==> src/rtl/csd_pkg.sv <==
package csd_pkg;
    parameter int ADDR_W  = 20;
    parameter int BLK_LSB = 11;
    parameter int WAIT_W  = 4;
    parameter int NUM_PER = 4;
    parameter int CFG_AW  = 3;
    parameter int CFG_DW  = 16;
    localparam int BLK_W  = ADDR_W - BLK_LSB;
    localparam int PAGE_W = BLK_W - 1;

    localparam logic [CFG_AW-1:0] REG_UPPER = 3'd0;
    localparam logic [CFG_AW-1:0] REG_LOWER = 3'd1;
    localparam logic [CFG_AW-1:0] REG_PER   = 3'd2;
    localparam logic [CFG_AW-1:0] REG_PIO   = 3'd3;
    localparam logic [CFG_AW-1:0] REG_INT   = 3'd4;

    typedef struct packed {
        logic              en;
        logic              hide_addr;
        logic              dram;
        logic              rdy;
        logic [WAIT_W-1:0] wait_n;
        logic [PAGE_W-1:0] page;
    } region_cfg_t;

    typedef struct packed {
        logic              en;
        logic              rdy;
        logic [WAIT_W-1:0] wait_n;
        logic              io;
        logic [BLK_W-1:0]  base;
    } per_cfg_t;

    typedef struct packed {
        logic              en;
        logic              io;
        logic [PAGE_W-1:0] page;
    } int_cfg_t;

    typedef struct packed {
        logic               sel_upper;
        logic               sel_lower;
        logic [NUM_PER-1:0] sel_per;
        logic               sel_int;
        logic               ras;
        logic               cas;
        logic               addr_off;
        logic               need_rdy;
        logic [WAIT_W-1:0]  wait_n;
        logic               err_wait_low;
        logic               warn_overlap;
        logic               warn_mismatch;
    } decode_t;

    function automatic logic [WAIT_W-1:0] wmax(logic [WAIT_W-1:0] a, logic [WAIT_W-1:0] b);
        return (a > b) ? a : b;
    endfunction

    function automatic logic [WAIT_W-1:0] wmin(logic [WAIT_W-1:0] a, logic [WAIT_W-1:0] b);
        return (a < b) ? a : b;
    endfunction
endpackage

==> src/rtl/csd_cfg_regs.sv <==
module csd_cfg_regs
    import csd_pkg::*;
(
    input  logic               clk,
    input  logic               rst,
    input  logic               cfg_we,
    input  logic [CFG_AW-1:0]  cfg_addr,
    input  logic [CFG_DW-1:0]  cfg_wdata,
    output region_cfg_t        upper_cfg,
    output region_cfg_t        lower_cfg,
    output per_cfg_t           per_cfg,
    output logic [NUM_PER-1:0] pio_mask,
    output int_cfg_t           int_cfg
);
    always_ff @(posedge clk) begin
        if (rst) begin
            upper_cfg <= '0;
            lower_cfg <= '0;
            per_cfg   <= '0;
            pio_mask  <= '0;
            int_cfg   <= '0;
        end else if (cfg_we) begin
            case (cfg_addr)
                REG_UPPER: upper_cfg <= region_cfg_t'(cfg_wdata);
                REG_LOWER: lower_cfg <= region_cfg_t'(cfg_wdata);
                REG_PER:   per_cfg   <= per_cfg_t'(cfg_wdata);
                REG_PIO:   pio_mask  <= cfg_wdata[NUM_PER-1:0];
                REG_INT:   int_cfg   <= '{en: cfg_wdata[15], io: cfg_wdata[8],
                                          page: cfg_wdata[PAGE_W-1:0]};
                default: ;
            endcase
        end
    end
endmodule

==> src/rtl/csd_decode.sv <==
module csd_decode
    import csd_pkg::*;
(
    input  region_cfg_t        upper_cfg,
    input  region_cfg_t        lower_cfg,
    input  per_cfg_t           per_cfg,
    input  logic [NUM_PER-1:0] pio_mask,
    input  int_cfg_t           int_cfg,
    input  logic [BLK_W-1:0]   blk,
    input  logic               io,
    output decode_t            dec
);
    logic [PAGE_W-1:0]  page;
    logic [BLK_W-1:0]   per_off;
    logic               up_hit, lo_hit, per_in, int_hit;
    logic               up_ovr, lo_ovr, up_part, lo_part;
    logic [NUM_PER-1:0] win_hit;
    logic [WAIT_W-1:0]  max_w, min_w;
    logic               any_rdy, all_rdy;
    logic [2:0]         n_part;

    assign page    = blk[BLK_W-1:1];
    assign per_off = blk - per_cfg.base;
    assign up_hit  = upper_cfg.en && !io && (page >= upper_cfg.page);
    assign lo_hit  = lower_cfg.en && !io && (page <= lower_cfg.page);
    assign per_in  = per_cfg.en && (io == per_cfg.io) && (per_off < BLK_W'(NUM_PER));
    assign int_hit = int_cfg.en && (io == int_cfg.io) && (page == int_cfg.page);

    generate
        for (genvar k = 0; k < NUM_PER; k++) begin : g_win
            assign win_hit[k] = per_in && (per_off == BLK_W'(k));
        end
    endgenerate

    // A peripheral window takes over a DRAM region; that region leaves the timing merge.
    assign up_ovr  = up_hit && upper_cfg.dram && per_in;
    assign lo_ovr  = lo_hit && lower_cfg.dram && per_in;
    assign up_part = up_hit && !up_ovr;
    assign lo_part = lo_hit && !lo_ovr;

    always_comb begin
        max_w = '0;
        min_w = '1;
        if (up_part) begin max_w = wmax(max_w, upper_cfg.wait_n); min_w = wmin(min_w, upper_cfg.wait_n); end
        if (lo_part) begin max_w = wmax(max_w, lower_cfg.wait_n); min_w = wmin(min_w, lower_cfg.wait_n); end
        if (per_in)  begin max_w = wmax(max_w, per_cfg.wait_n);   min_w = wmin(min_w, per_cfg.wait_n);   end
        if (int_hit) min_w = '0;
        any_rdy = (up_part && upper_cfg.rdy) || (lo_part && lower_cfg.rdy) || (per_in && per_cfg.rdy);
        all_rdy = (!up_part || upper_cfg.rdy) && (!lo_part || lower_cfg.rdy) &&
                  (!per_in || per_cfg.rdy) && !int_hit;
        n_part  = 3'(up_part) + 3'(lo_part) + 3'(per_in) + 3'(int_hit);
    end

    always_comb begin
        dec               = '0;
        dec.sel_upper     = up_hit && !upper_cfg.dram;
        dec.sel_lower     = lo_hit && !lower_cfg.dram;
        dec.sel_per       = win_hit & ~pio_mask;
        dec.sel_int       = int_hit;
        dec.ras           = (up_hit && upper_cfg.dram) || (lo_hit && lower_cfg.dram);
        dec.cas           = dec.ras && !per_in;
        dec.addr_off      = (up_hit && upper_cfg.hide_addr) || (lo_hit && lower_cfg.hide_addr);
        dec.need_rdy      = any_rdy;
        dec.wait_n        = max_w;
        dec.err_wait_low  = (up_ovr && (per_cfg.wait_n < upper_cfg.wait_n)) ||
                            (lo_ovr && (per_cfg.wait_n < lower_cfg.wait_n));
        dec.warn_overlap  = per_in && ((up_hit && !upper_cfg.dram) || (lo_hit && !lower_cfg.dram));
        dec.warn_mismatch = (n_part >= 3'd2) && ((max_w != min_w) || (any_rdy && !all_rdy));
    end
endmodule

==> src/rtl/csd_cycle.sv <==
module csd_cycle
    import csd_pkg::*;
(
    input  logic    clk,
    input  logic    rst,
    input  logic    cyc_start,
    input  logic    ready_in,
    input  decode_t dec,
    output decode_t cur,
    output logic    busy,
    output logic    done,
    output logic    addr_drive_en
);
    logic [WAIT_W-1:0] cnt;
    logic              rdy_s1, rdy_s2;

    always_ff @(posedge clk) begin
        if (rst) begin
            rdy_s1 <= 1'b0;
            rdy_s2 <= 1'b0;
            busy   <= 1'b0;
            done   <= 1'b0;
            cnt    <= '0;
            cur    <= '0;
        end else begin
            rdy_s1 <= ready_in;
            rdy_s2 <= rdy_s1;
            done   <= 1'b0;
            if (busy) begin
                if (cnt != '0) begin
                    cnt <= cnt - 1'b1;
                end else if (!cur.need_rdy || rdy_s2) begin
                    busy          <= 1'b0;
                    done          <= 1'b1;
                    cur.sel_upper <= 1'b0;
                    cur.sel_lower <= 1'b0;
                    cur.sel_per   <= '0;
                    cur.sel_int   <= 1'b0;
                    cur.ras       <= 1'b0;
                    cur.cas       <= 1'b0;
                end
            end else if (cyc_start) begin
                busy <= 1'b1;
                cnt  <= dec.wait_n;
                cur  <= dec;
            end
        end
    end

    assign addr_drive_en = busy && !cur.addr_off;

    assert_cas_blocked_R4: assert property (@(posedge clk) disable iff (rst)
        busy |-> !(cur.cas && (cur.sel_per != '0)));
    assert_count_down_R5: assert property (@(posedge clk) disable iff (rst)
        (busy && cnt != '0) |=> (busy && cnt == $past(cnt) - 1'b1));
    assert_done_idle_R5: assert property (@(posedge clk) disable iff (rst)
        done |-> !busy);
    assert_ready_hold_R6: assert property (@(posedge clk) disable iff (rst)
        (busy && cnt == '0 && cur.need_rdy && !rdy_s2) |=> busy);
    assert_sel_stable_R11: assert property (@(posedge clk) disable iff (rst)
        (busy && cnt != '0) |=> $stable({cur.sel_upper, cur.sel_lower, cur.sel_per, cur.sel_int, cur.ras, cur.cas}));
endmodule

==> src/rtl/chip_select_decoder.sv <==
module chip_select_decoder
    import csd_pkg::*;
(
    input  logic               clk,
    input  logic               rst,
    input  logic               cfg_we,
    input  logic [CFG_AW-1:0]  cfg_addr,
    input  logic [CFG_DW-1:0]  cfg_wdata,
    input  logic               cyc_start,
    input  logic [BLK_W-1:0]   bus_addr_hi,
    input  logic               bus_io,
    input  logic               ready_in,
    output logic               sel_upper,
    output logic               sel_lower,
    output logic [NUM_PER-1:0] sel_per,
    output logic               sel_int,
    output logic               ras_out,
    output logic               cas_out,
    output logic               addr_drive_en,
    output logic               busy,
    output logic               cycle_done,
    output logic               err_wait_low,
    output logic               warn_overlap,
    output logic               warn_mismatch
);
    region_cfg_t        upper_cfg, lower_cfg;
    per_cfg_t           per_cfg;
    int_cfg_t           int_cfg;
    logic [NUM_PER-1:0] pio_mask;
    decode_t            dec, cur;

    csd_cfg_regs u_regs (
        .clk(clk), .rst(rst), .cfg_we(cfg_we), .cfg_addr(cfg_addr), .cfg_wdata(cfg_wdata),
        .upper_cfg(upper_cfg), .lower_cfg(lower_cfg), .per_cfg(per_cfg),
        .pio_mask(pio_mask), .int_cfg(int_cfg)
    );

    csd_decode u_dec (
        .upper_cfg(upper_cfg), .lower_cfg(lower_cfg), .per_cfg(per_cfg),
        .pio_mask(pio_mask), .int_cfg(int_cfg), .blk(bus_addr_hi), .io(bus_io), .dec(dec)
    );

    csd_cycle u_cyc (
        .clk(clk), .rst(rst), .cyc_start(cyc_start), .ready_in(ready_in), .dec(dec),
        .cur(cur), .busy(busy), .done(cycle_done), .addr_drive_en(addr_drive_en)
    );

    assign sel_upper     = cur.sel_upper;
    assign sel_lower     = cur.sel_lower;
    assign sel_per       = cur.sel_per;
    assign sel_int       = cur.sel_int;
    assign ras_out       = cur.ras;
    assign cas_out       = cur.cas;
    assign err_wait_low  = cur.err_wait_low;
    assign warn_overlap  = cur.warn_overlap;
    assign warn_mismatch = cur.warn_mismatch;

    assert_idle_quiet_R12: assert property (@(posedge clk) disable iff (rst)
        !busy |-> !(sel_upper || sel_lower || (sel_per != '0) || sel_int || ras_out || cas_out || addr_drive_en));
endmodule

==> config.mk <==
export PLATFORM = sky130hd
export DESIGN_NAME = chip_select_decoder
export DESIGN_NICKNAME = d
export VERILOG_FILES = /design/src/rtl/csd_pkg.sv /design/src/rtl/csd_cfg_regs.sv /design/src/rtl/csd_decode.sv /design/src/rtl/csd_cycle.sv /design/src/rtl/chip_select_decoder.sv
export SDC_FILE = /design/constraint.sdc
export NUM_CORES = 1
export LEC_CHECK = 0
export BUFFER_PORTS_ARGS = -buffer_cell sky130_fd_sc_hd__buf_2
export CAP_MARGIN = 20
export CELL_PAD_IN_SITES_DETAIL_PLACEMENT = 1
export CELL_PAD_IN_SITES_GLOBAL_PLACEMENT = 1
export CORE_MARGIN = 4
export CORE_UTILIZATION = 48
export DETAILED_ROUTE_END_ITERATION = 7
export PLACE_DENSITY_LB_ADDON = 0.1
export SLEW_MARGIN = 20
export SYNTH_ARGS = -nofsm -noshare
export SYNTH_HDL_FRONTEND = slang
export SYNTH_SLANG_ARGS = --single-unit
==> constraint.sdc <==
create_clock -name clk -period 15.3 [get_ports clk]
set_input_delay 0.765 -clock clk [delete_from_list [all_inputs] [get_ports clk]]
set_output_delay 0.765 -clock clk [all_outputs]
set_load 0.02 [all_outputs]
==> Word level (Yosys, flattened, before mapping) <==
Index checks and enable logic that the tools add are counted.
{ "op_classes": {"reduce_logical": 71, "n_mux": 25, "n_eq_ne": 14, "bitwise": 3, "addsub": 5, "magnitude_cmp": 12} }
{ "ops": {"columns": ["cell", "n"], "rows": [
  ["4-bit two-way mux", 16],
  ["1-bit logical AND", 35],
  ["9-bit two-way mux", 3],
  ["9-bit by 2-bit == test with 1-bit output (second input constant)", 2],
  ["18-bit two-way mux", 1],
  ["4-bit < comparator", 4],
  ["2-bit AND reduction", 7],
  ["1-bit logical NOT", 12],
  ["1-bit logical OR", 11],
  ["9-bit by 1-bit == test with 1-bit output (second input constant)", 1],
  ["9-bit logical NOT", 1],
  ["9-bit by 3-bit < comparator with 1-bit output (second input constant)", 1],
  ["9-bit subtractor", 1],
  ["8-bit == test", 1],
  ["8-bit >= comparator", 1],
  ["4-bit > comparator", 2],
  ["8-bit <= comparator", 1],
  ["3-bit by 1-bit adder with 3-bit output", 2],
  ["3-bit by 2-bit == test with 1-bit output (second input constant)", 2],
  ["2-bit != test (second input constant)", 3],
  ["1-bit two-way mux", 5],
  ["4-bit AND", 1],
  ["1-bit by 4-bit > comparator with 1-bit output (first input constant)", 1],
  ["4-bit < comparator (first input constant)", 1],
  ["14 further kinds", 15]
]} }
{ "word_totals": {"ff_bits": 88, "inputBits": 34, "elab_cells": 168} }

==> Longest topological paths before layout <==
{ "logic_depth": {"ltp_word": 20, "ltp_mapped": 30} }

==> Hierarchy <==
From an unflattened synthesis, not the netlist that was laid out.
{ "hier_totals": {"hier_cells": 657, "area_unflattened_um2": 5725.5} }
{ "modules_own_cells": {"columns": ["mod", "seq_area_each_um2", "area_each_um2", "cells_per_inst", "instances"], "rows": [
  ["csd_cfg_regs", 1241.2, 2502.4, 225, 1],
  ["csd_decode", 0.0, 2218.4, 311, 1],
  ["csd_cycle", 520.5, 1004.7, 121, 1]
]} }

==> Least setup slack after synthesis <==
OpenSTA, ideal clock, no wires.
{ "synth_path": {"kind": "input to register", "start": "in bus_addr_hi[0]", "end": "reg, netlist name u_cyc.cur[0]", "setup_ns": 0.120, "path_buffers": 1, "path_stages": 30, "path_slack_ns": 8.982, "required_time_ns": 15.180, "arrival_ns": 6.199, "cell_sequence": "inv_1 -> ha_1 -> inv_1 -> fa_1 -> a211oi_1 -> o21ai_0 -> a22oi_1 -> o211ai_1 -> o21ai_1 -> inv_1 -> nand2_1 -> ha_1 -> nor2b_1 -> o21a_1 -> o21a_1 -> o21ai_0 -> o211ai_2 -> mux2i_1 -> inv_1 -> ha_1 -> and2_1 -> o21ai_0 -> a32oi_1 -> nand2b_1 -> clkbuf_1 -> mux2i_1 -> xor2_1 -> o311ai_1 -> a211o_1 -> o31a_1"} }
{ "synth_via": {"elab_chain_len": 17, "word_cells_on_any_way": 47, "cone_classes": "add/sub (4); order compare (6); eq/ne (1); mux (11); reduce/logical (25)"} }
{ "synth_rtl": {"columns": ["item", "line", "source"], "rows": [
  ["start, declared", "chip_select_decoder.sv:10", "input logic [BLK_W-1:0] bus_addr_hi,"],
  ["9-bit subtractor (*)", "csd_decode.sv:23", "assign per_off = blk - per_cfg.base;"],
  ["9-bit by 3-bit < comparator with 1-bit output (*)", "csd_decode.sv:26", "assign per_in = per_cfg.en && (io == per_cfg.io) && (per_off < BLK_W'(NUM_PER));"],
  ["1-bit logical AND (*)", "csd_decode.sv:26", null],
  ["1-bit logical AND", "csd_decode.sv:36", "assign up_ovr = up_hit && upper_cfg.dram && per_in;"],
  ["1-bit logical NOT", "csd_decode.sv:38", "assign up_part = up_hit && !up_ovr;"],
  ["1-bit logical AND", "csd_decode.sv:38", null],
  ["4-bit two-way mux", "csd_decode.sv:44", "if (up_part) begin max_w = wmax(max_w, upper_cfg.wait_n); min_w = wmin(min_w, upper_cfg.wait_n); end"],
  ["4-bit < comparator", "csd_pkg.sv:60", "return (a < b) ? a : b;"],
  ["4-bit two-way mux", "csd_pkg.sv:60", null],
  ["4-bit two-way mux", "csd_decode.sv:45", "if (lo_part) begin max_w = wmax(max_w, lower_cfg.wait_n); min_w = wmin(min_w, lower_cfg.wait_n); end"],
  ["4-bit < comparator", "csd_pkg.sv:60", null],
  ["4-bit two-way mux", "csd_pkg.sv:60", null],
  ["4-bit two-way mux", "csd_decode.sv:46", "if (per_in) begin max_w = wmax(max_w, per_cfg.wait_n); min_w = wmin(min_w, per_cfg.wait_n); end"],
  ["4-bit two-way mux", "csd_decode.sv:47", "if (int_hit) min_w = '0;"],
  ["4-bit != test", "csd_decode.sv:68", "dec.warn_mismatch = (n_part >= 3'd2) && ((max_w != min_w) || (any_rdy && !all_rdy));"],
  ["1-bit logical OR", "csd_decode.sv:68", null],
  ["1-bit logical AND (*)", "csd_decode.sv:68", null]
]} }
Every way passes the cells marked *; elsewhere a longest branch is shown, timed or not.
A chain may end at the register's enable or synchronous reset.

==> Worst setup path in the final report <==
{ "layout_path": {"start": "in bus_addr_hi[0]", "end": "reg, netlist name u_cyc.cur[0]"} }
{ "layout_via": {"elab_chain_len": 17, "word_cells_on_any_way": 47, "cone_classes": "add/sub (4); order compare (6); eq/ne (1); mux (11); reduce/logical (25)"} }
{ "layout_rtl": {"columns": ["item", "line"], "rows": [
  ["9-bit subtractor (*)", "csd_decode.sv:23"],
  ["9-bit by 3-bit < comparator with 1-bit output (*)", "csd_decode.sv:26"],
  ["1-bit logical AND (*)", "csd_decode.sv:26"],
  ["1-bit logical AND", "csd_decode.sv:36"],
  ["1-bit logical NOT", "csd_decode.sv:38"],
  ["1-bit logical AND", "csd_decode.sv:38"],
  ["4-bit two-way mux", "csd_decode.sv:44"],
  ["4-bit < comparator", "csd_pkg.sv:60"],
  ["4-bit two-way mux", "csd_pkg.sv:60"],
  ["4-bit two-way mux", "csd_decode.sv:45"],
  ["4-bit < comparator", "csd_pkg.sv:60"],
  ["4-bit two-way mux", "csd_pkg.sv:60"],
  ["4-bit two-way mux", "csd_decode.sv:46"],
  ["4-bit two-way mux", "csd_decode.sv:47"],
  ["4-bit != test", "csd_decode.sv:68"],
  ["1-bit logical OR", "csd_decode.sv:68"],
  ["1-bit logical AND (*)", "csd_decode.sv:68"]
]} }
Marks and branches as above.

==> reports/metrics.yaml <==
place:
  dpl.cell_count: 845
  port_buffers: 48
  gp_congestion: 0.917
  dp_hpwl_mm: 12.9
cells_and_area:
  fin_cells: 861
  fillers: 1368
  multi_input_area_um2: 3230
  fin_nets: 802
  layout_commonest_cell: "nand2_1"
  n_antenna_cell: 0
  synthToLayoutAreaGrowth_pct: 9.98
  final_cell_mix: "nand2_1 (149), a21oi_1 (90), dfxtp_1 (84)"
  ff_latch_area_um2: 1680
  drive_above_1_share: 0.103
setup_path:
  reg2reg_from: "u_regs.per_cfg[0]"
  end_kind: "flop"
  crit_fanout: 9
  arrival_ns: 7.24
  worst-endpoint-required_ns: 15.58
  crit_type: "in -> reg"
  crit_start: "bus_addr_hi[0]"
  startpoint_type: "input pin"
  r2r_slack_ns: 8.53
  r2r_cells: 28
  worst_r2r_endpoint: "u_cyc.cur[0]"
  cp_slowest_cell: "o21ai_1"
  cpPeakStageDelay_ns: 0.47
  crit_end: "u_cyc.cur[0]"
  cp_common_cell: "inv_1"
global_route:
  grt_use_total: 0.280
  antenna_found_initial: 0
  grt_max_degree: 83
  grt_pass1_vias: 5368
  grt_overflow_total: 0
  grt_pass1_wl_mm: 27.9
clock_network:
  cts_resized: 0
  htree_levels: 3
  clock_latency_ns: 0.38
  clockBufferDepth: 2
  clock-root-buffer: "clkbuf_8"
  cts_buffers: 9
  ctsHoldBuffers: 0
  clkSinkCount: 84
  cts_tree: "done"
  clk_pin_slew_ns: 0.09
  cts_post_setup_buffers_inserted: 0
sta:
  rsz0062_at_grt: "false"
  setup_tns_ns: 0
  timing.final.crit_share: 0.455
  hold_viol: 0
  slew-limit-headroom: 0.408
  holdWs_ns: 0.453
  setup_viol: 0
  fmax_ghz: 0.144
  drv_slew: 0
  tightest_slew_ns: 0.887
  min_period_ns: 6.96
  finClkSkew_ns: 0.0142
die:
  rows: 37
  dieArea_um2: 12600
  die_h_um: 112
  io_pins: 49
  start_util: 0.500
  fp.coreArea_um2: 10500
  die_x_um: 112
synth:
  syn_area_um2: 5230
  synth_seq_cells: 84
  ys.flop_type: "dfxtp_1"
  synth.avg_cell_area_um2: 7.59
  synth_warnings: 0
  synth.distinct_cells: 61
  synth_edf_count: 0
  postSynth.asyncResetShare: 0
  syn_inst: 689
  syn_nets: 771
  seq_area_frac_synth: 0.322
power_and_ir_drop:
  leakage_nw: 2.19
  power-per-cell-area_nw_per_um2: 84.4
  ir_worst_vdd_uv: 78.1
detailed_routing:
  post-route-drc-count: 0
  drt_first_pass_iters: 5
  dr_total_vias: 5146
  drt-vias-per-instance: 5.98
  wire_per_inst_um: 20.1
  ant_nets: 0
  wirelength_mm: 17.3
  drtIter0Drc: 317
flow_run:
  drv_cap: 0
outcome:
  status: "complete, no violations"
hold_path:
  min_path_type: "reg -> reg"
cell families after synthesis:
family	share of synthesized area
buf+inv	0.0610
flops	0.322
fa+ha+maj	0.116
xor+xnor	0.0234
mux	0.0254
compound gates	0.218
simple gates	0.234
critical path: cells and delay by family:
family / cells / cell delay, ns
multiplexers: 2 / 0.72
buffers and inverters: 5 / 0.48
adder cells (fa/ha/maj): 4 / 1.09
AND/OR/NAND/NOR: 4 / 0.65
AO/OA/AOI/OAI: 14 / 3.33
XOR/XNOR: 1 / 0.18
layout make-up:
cell class	count	share of cell area
clock buffers	13	0.0276
clock inverters	3	0.0120
inverters	48	0.0313
multi-input cells	526	0.561
flip-flops and latches	84	0.292
well taps	136	0.0296
repair buffers	51	0.0457
where the power goes:
group	switching [mW]	internal, mW
Combinational	0.0439	0.0246
Clock	0.0862	0.101
Sequential	0.00541	0.224
Total	0.135	0.350
cells in the mapped netlist, drive strengths merged, types with 3 or more instances:
cell type	n	area share
a211o	3	0.0050
a211oi	9	0.013
a21o	6	0.0086
a21oi	90	0.086
a221oi	3	0.0050
a31oi	5	0.0060
and2	3	0.0036
buf	5	0.0079
clkbuf	26	0.019
dfxtp	84	0.32
ha	47	0.11
inv	47	0.034
mux2i	11	0.021
nand2	149	0.11
nand2b	9	0.011
nand3	9	0.0086
nand4	9	0.011
nor2	44	0.032
nor2b	12	0.014
nor3	8	0.0086
nor3b	4	0.0067
nor4	4	0.0048
o211a	3	0.0057
o211ai	12	0.018
o21a	8	0.011
o21ai	22	0.021
or3	7	0.0084
xnor2	12	0.020
layer usage:
layer / vias up / routed length (um) / GRT usage
met2: 132 / 7990 / 0.451
met5: - / 0 / 0
li1: 2455 / - / -
met4: 0 / 393 / 0.0921
met1: 2526 / 8080 / 0.378
met3: 33 / 819 / 0.0544
how the worst min path moves through the flow:
stage | from | end | slack (ns) | cells past startpoint
final | u_cyc.cur[1] | u_cyc.cur[1] | 0.45 | 2
after global routing | u_cyc.cur[1] | u_cyc.cur[1] | 0.49 | 2
after CTS | u_cyc.cur[1] | u_cyc.cur[1] | 0.46 | 2
after detailed placement | u_cyc.rdy_s1 | u_cyc.rdy_s2 | 0.43 | 1
after global placement | u_cyc.rdy_s1 | u_cyc.rdy_s2 | 0.42 | 1
after floorplan | u_cyc.rdy_s1 | u_cyc.rdy_s2 | 0.41 | 1
registers in the layout (all words and copies together) (netlist names):
signal and count:
u_cyc.busy 1, u_cyc.cnt 4, u_cyc.cur 14, u_cyc.done 1
u_cyc.rdy_s1 1, u_cyc.rdy_s2 1, u_regs.int_cfg 10, u_regs.lower_cfg 16
u_regs.per_cfg 16, u_regs.pio_mask 4, u_regs.upper_cfg 16
through the flow:
| stage | utilization | setup WS, ns | power [mW] | area [um2] |
|---|---|---|---|---|
| after floorplan | - | 8.98 | 0.277 | 5230 |
| after global routing | 0.550 | 7.83 | 0.508 | 5750 |
| after detailed placement | 0.528 | 8.00 | 0.302 | 5520 |
| after global placement | 0.528 | 8.48 | 0.298 | 5520 |
| after CTS | 0.550 | 8.43 | 0.488 | 5750 |
| final | 0.550 | 8.34 | 0.486 | 5750 |
(Power assumes the default switching activity.)
